$ cat src/rtl/uart_cw_pkg.sv
package uart_cw_pkg;
  localparam int REG_W   = 8;
  localparam int BIT_RXE  = 0;
  localparam int BIT_TXE  = 1;
  localparam int BIT_BRK  = 2;
  localparam int BIT_RIEN = 3;
  localparam int BIT_TIEN = 4;
  localparam int BIT_LOOP = 5;
  localparam logic [REG_W-1:0] WR_MASK = 8'h3F;

  typedef struct packed {
    logic loop;
    logic tien;
    logic rien;
    logic brk;
    logic txe;
    logic rxe;
  } ctl_t;

  function automatic ctl_t unpack_ctl(input logic [REG_W-1:0] r);
    ctl_t c;
    c.rxe  = r[BIT_RXE];
    c.txe  = r[BIT_TXE];
    c.brk  = r[BIT_BRK];
    c.rien = r[BIT_RIEN];
    c.tien = r[BIT_TIEN];
    c.loop = r[BIT_LOOP];
    return c;
  endfunction

  // transmit line level after the break override
  function automatic logic tx_line(input logic brk, input logic shifter);
    return brk ? 1'b0 : shifter;
  endfunction
endpackage

$ cat src/rtl/uart_cw_ctlreg.sv
module uart_cw_ctlreg
  import uart_cw_pkg::*;
#(
  parameter int W = REG_W,
  parameter logic [W-1:0] MASK = WR_MASK
) (
  input  logic         clk,
  input  logic         rst_n,
  input  logic         wr_en,
  input  logic [W-1:0] wr_data,
  output logic [W-1:0] reg_q
);
  logic         wr_fire;
  logic [W-1:0] wr_masked;

  assign wr_fire   = wr_en;
  assign wr_masked = wr_data & MASK;

  always_ff @(posedge clk or negedge rst_n) begin
    if (!rst_n) reg_q <= '0;
    else if (wr_fire) reg_q <= wr_masked;
  end

  AST_WR_LANDS: assert property (@(posedge clk) disable iff (!rst_n)
    wr_en |=> reg_q == ($past(wr_data) & MASK));
  AST_RSV_ZERO: assert property (@(posedge clk) disable iff (!rst_n)
    (reg_q & ~MASK) == '0);
  AST_HOLD_IDLE: assert property (@(posedge clk) disable iff (!rst_n)
    !wr_en |=> $stable(reg_q));
endmodule

$ cat src/rtl/uart_cw_irqgate.sv
module uart_cw_irqgate #(
  parameter int N = 4
) (
  input  logic         clk,
  input  logic         rst_n,
  input  logic [N-1:0] src,
  input  logic [N-1:0] en,
  output logic         irq
);
  logic [N-1:0] term;

  for (genvar i = 0; i < N; i++) begin : g_term
    assign term[i] = src[i] & en[i];
  end

  assign irq = |term;

  AST_IRQ_CAUSE: assert property (@(posedge clk) disable iff (!rst_n)
    irq |-> ((src & en) != '0));
endmodule

$ cat src/rtl/uart_cw_pinmux.sv
module uart_cw_pinmux
  import uart_cw_pkg::*;
(
  input  logic clk,
  input  logic rst_n,
  input  logic brk,
  input  logic loop,
  input  logic sh_txd,
  output logic sh_rxd,
  output logic txd_pin,
  input  logic rxd_pin,
  output logic pin_alt_own
);
  logic line_tx;

  assign line_tx     = tx_line(brk, sh_txd);
  assign txd_pin     = loop ? 1'b1 : line_tx;
  assign sh_rxd      = loop ? line_tx : rxd_pin;
  assign pin_alt_own = loop;

  AST_LOOP_BRK_RX: assert property (@(posedge clk) disable iff (!rst_n)
    (loop && brk) |-> !sh_rxd);
  AST_NORM_RX: assert property (@(posedge clk) disable iff (!rst_n)
    !loop |-> sh_rxd == rxd_pin);
endmodule

$ cat src/rtl/uart_cw_top.sv
module uart_cw_top
  import uart_cw_pkg::*;
(
  input  logic             clk,
  input  logic             rst_n,
  input  logic             wr_en,
  input  logic [REG_W-1:0] wr_data,
  output logic [REG_W-1:0] rd_data,
  input  logic             rx_svc,
  input  logic             rx_idle,
  input  logic             tx_svc,
  input  logic             err_fifo,
  output logic             irq,
  output logic             rx_en,
  output logic             tx_en,
  input  logic             sh_txd,
  output logic             sh_rxd,
  output logic             txd_pin,
  input  logic             rxd_pin,
  output logic             pin_alt_own
);
  localparam int NSRC = 4;

  logic [REG_W-1:0] reg_q;
  ctl_t             ctl;
  logic [NSRC-1:0]  irq_src;
  logic [NSRC-1:0]  irq_en;

  uart_cw_ctlreg #(.W(REG_W), .MASK(WR_MASK)) u_reg (
    .clk(clk), .rst_n(rst_n), .wr_en(wr_en), .wr_data(wr_data), .reg_q(reg_q)
  );

  assign ctl     = unpack_ctl(reg_q);
  assign rd_data = reg_q;
  assign rx_en   = ctl.rxe;
  assign tx_en   = ctl.txe;

  assign irq_src = {err_fifo, tx_svc, rx_idle, rx_svc};
  assign irq_en  = {1'b1, ctl.tien, ctl.rien, ctl.rien};

  uart_cw_irqgate #(.N(NSRC)) u_irq (
    .clk(clk), .rst_n(rst_n), .src(irq_src), .en(irq_en), .irq(irq)
  );

  uart_cw_pinmux u_pins (
    .clk(clk), .rst_n(rst_n), .brk(ctl.brk), .loop(ctl.loop),
    .sh_txd(sh_txd), .sh_rxd(sh_rxd), .txd_pin(txd_pin),
    .rxd_pin(rxd_pin), .pin_alt_own(pin_alt_own)
  );

  AST_ERR_ALWAYS: assert property (@(posedge clk) disable iff (!rst_n)
    err_fifo |-> irq);
  AST_RX_MASKED: assert property (@(posedge clk) disable iff (!rst_n)
    (!rd_data[BIT_RIEN] && !err_fifo && !(rd_data[BIT_TIEN] && tx_svc)) |-> !irq);
  AST_TX_PASS: assert property (@(posedge clk) disable iff (!rst_n)
    (rd_data[BIT_TIEN] && tx_svc) |-> irq);
  AST_IDLE_PASS: assert property (@(posedge clk) disable iff (!rst_n)
    (rd_data[BIT_RIEN] && rx_idle) |-> irq);
  AST_BRK_LOW: assert property (@(posedge clk) disable iff (!rst_n)
    (rd_data[BIT_BRK] && !rd_data[BIT_LOOP]) |-> !txd_pin);
  AST_LOOP_PARK: assert property (@(posedge clk) disable iff (!rst_n)
    rd_data[BIT_LOOP] |-> (txd_pin && pin_alt_own));
  AST_EN_OUT: assert property (@(posedge clk) disable iff (!rst_n)
    (rx_en == rd_data[BIT_RXE]) && (tx_en == rd_data[BIT_TXE]));
endmodule

$ cat config.mk
export PLATFORM = sky130hd
export DESIGN_NAME = uart_cw_top
export DESIGN_NICKNAME = d
export VERILOG_FILES = /design/src/rtl/uart_cw_pkg.sv /design/src/rtl/uart_cw_ctlreg.sv /design/src/rtl/uart_cw_irqgate.sv /design/src/rtl/uart_cw_pinmux.sv /design/src/rtl/uart_cw_top.sv
export SDC_FILE = /design/constraint.sdc
export NUM_CORES = 1
export LEC_CHECK = 0
export ABC_AREA = 0
export BUFFER_PORTS_ARGS = -buffer_cell sky130_fd_sc_hd__buf_2
export CORE_AREA = 4 4 41 43
export CTS_BUF_LIST = sky130_fd_sc_hd__clkbuf_4 sky130_fd_sc_hd__clkbuf_8
export DETAILED_ROUTE_END_ITERATION = 6
export DIE_AREA = 0 0 45 47
export PLACE_DENSITY = 0.62
export SLEW_MARGIN = 20
export SYNTH_ARGS = -nofsm -noshare
export SYNTH_HDL_FRONTEND = slang
export SYNTH_SLANG_ARGS = --single-unit
$ cat constraint.sdc
create_clock -name clk -period 1.35 [get_ports clk]
set_clock_uncertainty 0.2 [all_clocks]
set_input_delay 0.27 -clock clk [delete_from_list [all_inputs] [get_ports clk]]
set_output_delay 0.27 -clock clk [all_outputs]
set_load 0.02 [all_outputs]
==> results of run 1 <==
-- metal layers --
| layer | global-route usage (%) | up-vias |
|---|---|---|
| met1 | 6.56 | 124 |
| met5 | 0 | - |
| li1 | - | 141 |
| met2 | 14.7 | 21 |
| met3 | 2.30 | 2 |
| met4 | 7.02 | 0 |
-- stage by stage --
stage	hold WS [ns]	instances	cell area (um2)	setup slack, ns	power (W)
4_1_cts	0.0495	70	504	-0.169	0.000571
3_3_place_gp	-0.0986	63	430	0.0523	0.000370
5_1_grt	0.0473	70	517	-0.210	0.000608
3_5_place_dp	-0.0963	63	430	0.0449	0.000374
2_1_floorplan	-0.226	29	338	0.0550	0.000333
6_report	0.0567	70	517	-0.166	0.000567
-- repair_timing --
action | in CTS | in global routing
hold buffers | 1 | 0
pin swaps | 1 | 0
gates resized for setup | 7 | 4
setup buffers | 3 | 0
setup endpoints to repair | 3 | 6
endpoints found under the hold margin | 6 | 0
-- synth_stat cells --
cell and number:
buf_4 6, a21o_1 1, o21ai_0 2, buf_6 1
dfrtp_1 6, conb_1 1, a31o_2 1, a21oi_1 1
nor2b_1 1, inv_1 1, nand2_1 2, mux2_4 5
-- where the power goes --
part	total, W	leakage, nW	internal [W]	switching, W
Sequential	0.000213	0.0706	0.000199	0.0000149
Clock	0.000158	0.0138	0.000100	0.0000580
Combinational	0.000195	0.200	0.0000991	0.0000959
-- logic make-up (layout without fill, tap and decap cells) --
group | after synthesis | after routing | synth area share [%]
buf+inv | 8 | 34 | 18.0
mux | 5 | 5 | 22.5
compound gates | 5 | 5 | 9.36
other cells | 1 | 2 | 1.12
simple gates | 3 | 3 | 4.12
flops | 6 | 6 | 44.9
-- cell type report --
class	count	area [um2]	area share (%)
Tap cell	15	18.8	3.63
Inverter	1	3.75	0.726
Multi-Input combinational cell	15	131	25.4
Clock buffer	3	22.5	4.36
Sequential cell	6	150	29.1
Timing Repair Buffer	30	190	36.8
-- critical path, stage by stage, from the launching register on --
cell and delay [ns]:
dfrtp_1 0.39, nor2b_1 0.06, a31o_2 0.22, buf_6 0.13
-- final timing paths --
path	from	to	slack, ns	cells after the start
worst min register to register	u_reg.reg_q[1]	u_reg.reg_q[1]	0.32	1
min in group asynchronous	rst_n	u_reg.reg_q[1]	0.19	2
worst min-delay path	wr_data[2]	u_reg.reg_q[2]	0.06	3
worst max-delay path	u_reg.reg_q[5]	sh_rxd	-0.17	3
worst max register to register	u_reg.reg_q[5]	u_reg.reg_q[5]	0.23	2
max in group asynchronous	rst_n	u_reg.reg_q[5]	0.62	2
==> flow_summary.toml, run 1 <==
[power_and_ir_drop]
ir_worst_vdd_mv = 0.531
powerDensity_nw_per_um2 = 1100
p_leak_nw = 0.285

[clocking]
clk_pin_slew_ns = 0.04
clockRootBuffer = "clkbuf_4"
cts_tree = "built"
cts_made_buffers = 3
cts_buffer_depth = 2
clk_latency_ns = 0.24
htree_num_levels = 1
cts.sinks = 6

[timing]
setup_violations = 6
min_period_over_period_pct = 112
timing.final.ws_setup_ns = -0.166
hold_violations = 0
fin_tns_setup_ns = -0.467
fin_crit_ns = 1.52
grt_setup_unrepaired = "yes"
slew_violations = 0
fmax_ghz = 0.660

[finish]
regMostFlops = "u_reg.reg_q"
diodes = 0
final_common_cell = "buf_2"
reg_top3 = "u_reg.reg_q x6"
nets = 74
fillers = 142
layout-drive-gt1-share_pct = 72.7
area_growth_pct = 54.7
final_cell_mix = "buf_2, dfrtp_1, mux2_4, buf_4, buf_6"
utilization_pct = 39.7
largest_reg_flops = 6

[status]
violations = "setup timing"
status = "finished, violations left"

[grt]
grt_pass1_wl_um = 1100
antenna_found_initial = 0
grt_max_degree = 8
grt-ovfl-total = 0
gr-usage-all-layers_pct = 7.82
grt_pass1_vias = 276

[yosys]
ys_seq_area_share_pct = 44.9
yosys_register_bits = 6
syn_area_per_cell_um2 = 11.9
synth_cells = 28
netlist_area_um2 = 334
synth_top_cell_area_share_pct = 44.9
ys_top_cells_by_area = "dfrtp_1, mux2_4, buf_4, buf_6, o21ai_0"
yosysTopAreaCell = "dfrtp_1"
synth_warnings = 0
ys_types = 12

[detailed_routing]
antenna_left = 0
highest_layer = "met4"
vias = 288
wl_met3_um = 88
wl_met2_um = 434
drc = 0
drt-met1-wl_um = 253
dr.pass1.iters = 2
wl_um = 791
drt-wirelength-per-cell_um = 11.3
viasPerCell = 4.11
first_iter_violations = 1

[hold_path]
hold_class = "in2reg"

[worst_setup_path]
start_kind = "flop"
path_max_fanout = 5
worstSetupPathType = "reg2out"
worstSetupEndpointType = "primary output"
worst_ep_required_time_ns = 0.88
arrival_ns = 1.05

[floorplanning]
core_area_um2 = 1300
io-pin-count = 31
die_w_um = 45
rows = 13
dieArea_um2 = 2120
die_h_um = 47
start_util_pct = 25.7

[placement]
io_buffer_count = 26
gp_congestion = 0.566
dp_hpwl_um = 598

[run]
maxCapViolCount = 0
(Power assumes the default switching activity.)
==> run 2, diff against run 1 <==
- clock period: 1.35 -> 1.5 ns (I/O delays scaled with it)
==> flow_summary.toml, run 2 (same netlist as run 1, synthesis figures left out) <==
[status]
status = "finished, violations left"
violations = "setup timing"

[finish]
largest_reg_flops = 6
diodes = 0
layout-drive-gt1-share_pct = 72.2
regMostFlops = "u_reg.reg_q"
final_cells = 69
nets = 73
final_common_cell = "buf_2"
final_cell_mix = "buf_2, dfrtp_1, mux2_4, clkbuf_4"
fin_area_um2 = 494
area_growth_pct = 47.9
reg_top3 = "u_reg.reg_q x6"

[clocking]
cts_tree = "built"
clk_latency_ns = 0.24
clk_pin_slew_ns = 0.04
htree_num_levels = 1
cts_made_buffers = 3
clockRootBuffer = "clkbuf_4"
cts_buffer_depth = 2
cts.sinks = 6

[power_and_ir_drop]
pwr-share-comb_pct = 32.6
intPower_w = 0.000347
p_leak_nw = 0.275
p_clk_share_pct = 28.7
ir_worst_vdd_mv = 0.460
powerDensity_nw_per_um2 = 1000
sequentialPowerShare_pct = 38.7
p_sw_w = 0.000149
p_sw_share_pct = 30.0

[floorplanning]
core_area_um2 = 1300
dieArea_um2 = 2120
io-pin-count = 31
die_w_um = 45
rows = 13
die_h_um = 47
start_util_pct = 25.7

[grt]
antenna_found_initial = 0
grt_max_degree = 8
grt_pass1_wl_um = 1020
gr-usage-all-layers_pct = 7.26
grt_pass1_vias = 259
grt-ovfl-total = 0

[timing]
min_period_over_period_pct = 104
timing.final.ws_setup_ns = -0.0540
fin_crit_ns = 1.55
grt_setup_unrepaired = "yes"
setup_violations = 1
fmax_ghz = 0.644
slew_violations = 0
hold_violations = 0

[worst_setup_path]
start_kind = "flop"
crit_path_cell_trace = "nor2b_1 -> a31o_2 -> buf_6"
regToRegSetupSlack_ns = 0.37
cp-startpoint = "u_reg.reg_q[5]"
path_max_fanout = 5
path_delay_family = "flip-flops"
arrival_ns = 1.05
max_stage_delay_ns = 0.40
crit_buf_inv = 1
worstSetupPathType = "reg2out"
r2r_start = "u_reg.reg_q[5]"
cp_slowest_cell = "dfrtp_1"
worst_ep_required_time_ns = 1.00
worstSetupEndpointType = "primary output"

[detailed_routing]
dr.pass1.iters = 2
drc = 0
wl_um = 765
first_iter_violations = 1
viasPerCell = 4.01
antenna_left = 0
vias = 277
drt-wirelength-per-cell_um = 11.1

[placement]
dpl_cell_area_um2 = 430
io_buffer_count = 26
placed_cells = 63
dp_hpwl_um = 598
gp_congestion = 0.566

[run]
maxCapViolCount = 0

[hold_path]
hold_start = "wr_data[2]"
hold_class = "in2reg"
[run 2: cell count changes in the layout (fill, tap and decap cells not counted), sizes merged]
cell / change
buf: -1
[run 2: worst paths after layout]
kind | end | cells after the start
min reg2reg | u_reg.reg_q[1] | 1
max in group asynchronous | u_reg.reg_q[5] | 2
max | sh_rxd | 3
min | u_reg.reg_q[2] | 3
min in group asynchronous | u_reg.reg_q[1] | 2
max reg2reg | u_reg.reg_q[5] | 2
[run 2: cell type report]
class	instances	area [um2]
sequential	6	150
inverter	1	3.75
clock buffer	3	22.5
multi-input combinational	15	131
fill	148	807
tap	15	18.8
timing repair buffer	29	168
[run 2: power groups by stage]
stage                     Clock (W)  Combinational (W)  Sequential (W)
final                      0.000142           0.000161        0.000192
after floorplan                   0          0.0000902        0.000210
after global placement            0           0.000141        0.000193
after CTS                  0.000152           0.000157        0.000192
after global routing       0.000167           0.000172        0.000194
after detailed placement          0           0.000142        0.000194
[run 2: through the flow]
stage	TNS (ns)	hold slack [ns]	power [W]	worst slack [ns]	utilization (%)
6_report	-0.0540	0.0872	0.000496	-0.0540	38.0
5_1_grt	-0.135	0.0773	0.000533	-0.0962	38.0
4_1_cts	-0.0488	0.0795	0.000501	-0.0488	37.2
3_5_place_dp	0	-0.0663	0.000336	0.135	33.1
3_3_place_gp	0	-0.0686	0.000333	0.142	33.1
2_1_floorplan	0	-0.196	0.000300	0.175	-
[run 2: repair_timing]
item                       in CTS  in global routing
hold buffers                    1                  0
hold endpoints to repair        6                  0
setup endpoints to repair       1                  3
setup buffers                   2                  0
pin swaps                       0                  1
gates resized for setup         2                  4
[run 2: worst register-to-register path, delay by kind of cell (launching register included)]
family | cells | cell delay [ns]
multiplexers | 1 | 0.25
flip-flops | 1 | 0.41
buffers and inverters | 1 | 0.15
[run 2: routing by layer]
layer	up-vias	track usage (%)	part of all wire (%)
met1	117	6.56	32
met3	2	2.30	11
met4	0	7.02	1.8
li1	139	-	-
met2	19	12.7	54
met5	-	0	0
==> run 3, diff against run 2 <==
- REMOVE_ABC_BUFFERS: not set -> 1
==> flow_summary.toml, run 3 (same netlist as run 1, synthesis figures left out) <==
[status]
status = "finished, violations left"
violations = "setup timing"

[power_and_ir_drop]
powerDensity_nw_per_um2 = 995
p_total_w = 0.000499
p_leak_nw = 0.280
ir_worst_vdd_mv = 0.362

[floorplanning]
rows = 13
die_h_um = 47
dieArea_um2 = 2120
die_w_um = 45
start_util_pct = 25.7
core_area_um2 = 1300
io-pin-count = 31

[detailed_routing]
drt-wirelength-per-cell_um = 11.6
wl_um = 812
drc = 0
viasPerCell = 4.24
dr.pass1.iters = 2
antenna_left = 0
vias = 297
first_iter_violations = 1

[timing]
grt_setup_unrepaired = "yes"
fmax_ghz = 0.646
timing.final.ws_setup_ns = -0.0483
hold_violations = 0
setup_violations = 1
fin_crit_ns = 1.55
min_period_over_period_pct = 103
slew_violations = 0

[finish]
final_cell_mix = "buf_2, dfrtp_1, mux2_4, clkbuf_4, buf_4"
final_cells = 70
largest_reg_flops = 6
area_growth_pct = 50.2
fin_area_um2 = 502
diodes = 0
utilization_pct = 38.6
regMostFlops = "u_reg.reg_q"
reg_top3 = "u_reg.reg_q x6"
layout-drive-gt1-share_pct = 72.7
final_common_cell = "buf_2"
nets = 74

[worst_setup_path]
worst_ep_required_time_ns = 1.00
worstSetupPathType = "reg2out"
arrival_ns = 1.05
start_kind = "flop"
path_delay_family = "flip-flops"
cp_slowest_cell = "dfrtp_1"
path_max_fanout = 5
max_stage_delay_ns = 0.41
worstSetupEndpointType = "primary output"
crit_path_cell_trace = "nor2b_1 -> a31o_2 -> buf_6"
crit_buf_inv = 1

[grt]
gr-usage-all-layers_pct = 8.12
grt_pass1_vias = 303
met2_usage_pct = 13.3
antenna_found_initial = 0
grt_max_degree = 8
grt_pass1_wl_um = 1170
grt_use_met3_pct = 4.21
grt-busiest-layer = "met2"
grt-ovfl-total = 0
grt.met1_usage_pct = 8.14

[clocking]
clockRootBuffer = "clkbuf_4"
clk_latency_ns = 0.23
clk_pin_slew_ns = 0.04
cts_buffer_depth = 2
cts.sinks = 6
cts_tree = "built"
htree_num_levels = 1
cts_made_buffers = 3

[run]
maxCapViolCount = 0

[placement]
placed_cells = 63
dp_hpwl_um = 636
dpl_cell_area_um2 = 430
gp_congestion = 0.595
io_buffer_count = 26

[hold_path]
hold_class = "in2reg"
==> run 3: final cells by class <==
type | count | area [um2]
fillers | 141 | 800
multi-input cells | 15 | 131
flip-flops and latches | 6 | 150
well taps | 15 | 18.8
inverters | 1 | 3.75
repair buffers | 30 | 175
clock buffers | 3 | 22.5
==> run 3: power breakdown <==
part | leakage [nW] | switching [W] | internal (W)
Combinational | 0.195 | 0.0000853 | 0.0000813
Sequential | 0.0706 | 0.0000139 | 0.000179
Clock | 0.0138 | 0.0000502 | 0.0000900
==> run 3: stage by stage <==
stage	worst slack (ns)	setup TNS [ns]	hold WS (ns)
finish	-0.0483	-0.0483	0.0718
global route	-0.100	-0.106	0.0923
CTS	-0.0584	-0.0584	0.0662
detailed placement	0.139	0	-0.0731
global placement	0.137	0	-0.0721
floorplan	0.0583	0	-0.196
==> run 3: worst paths after layout <==
path / end / depth (start not counted) / start / slack, ns
max in group asynchronous: u_reg.reg_q[0] / 2 / rst_n / 0.73
hold reg to reg: u_reg.reg_q[1] / 1 / u_reg.reg_q[1] / 0.33
setup reg to reg: u_reg.reg_q[5] / 2 / u_reg.reg_q[5] / 0.36
hold / removal: u_reg.reg_q[2] / 3 / wr_data[2] / 0.07
setup / recovery: sh_rxd / 3 / u_reg.reg_q[5] / -0.05
min in group asynchronous: u_reg.reg_q[2] / 2 / rst_n / 0.23
==> run 3: worst register-to-register path, stage by stage (launching register included) <==
cell	delay, ns
dfrtp_1	0.41
buf_4	0.16
mux2_4	0.26
==> run 3: metal layers <==
layer,wire (um),up-vias
met4,0,0
li1,-,140
met1,327,130
met5,0,-
met3,148,0
met2,336,27
==> run 3: what timing repair did <==
action | in CTS | in global routing
hold buffers | 1 | 0
setup endpoints to repair | 1 | 4
buffers inserted | 1 | 2
gates resized for setup | 2 | 4
endpoints found under the hold margin | 6 | 0
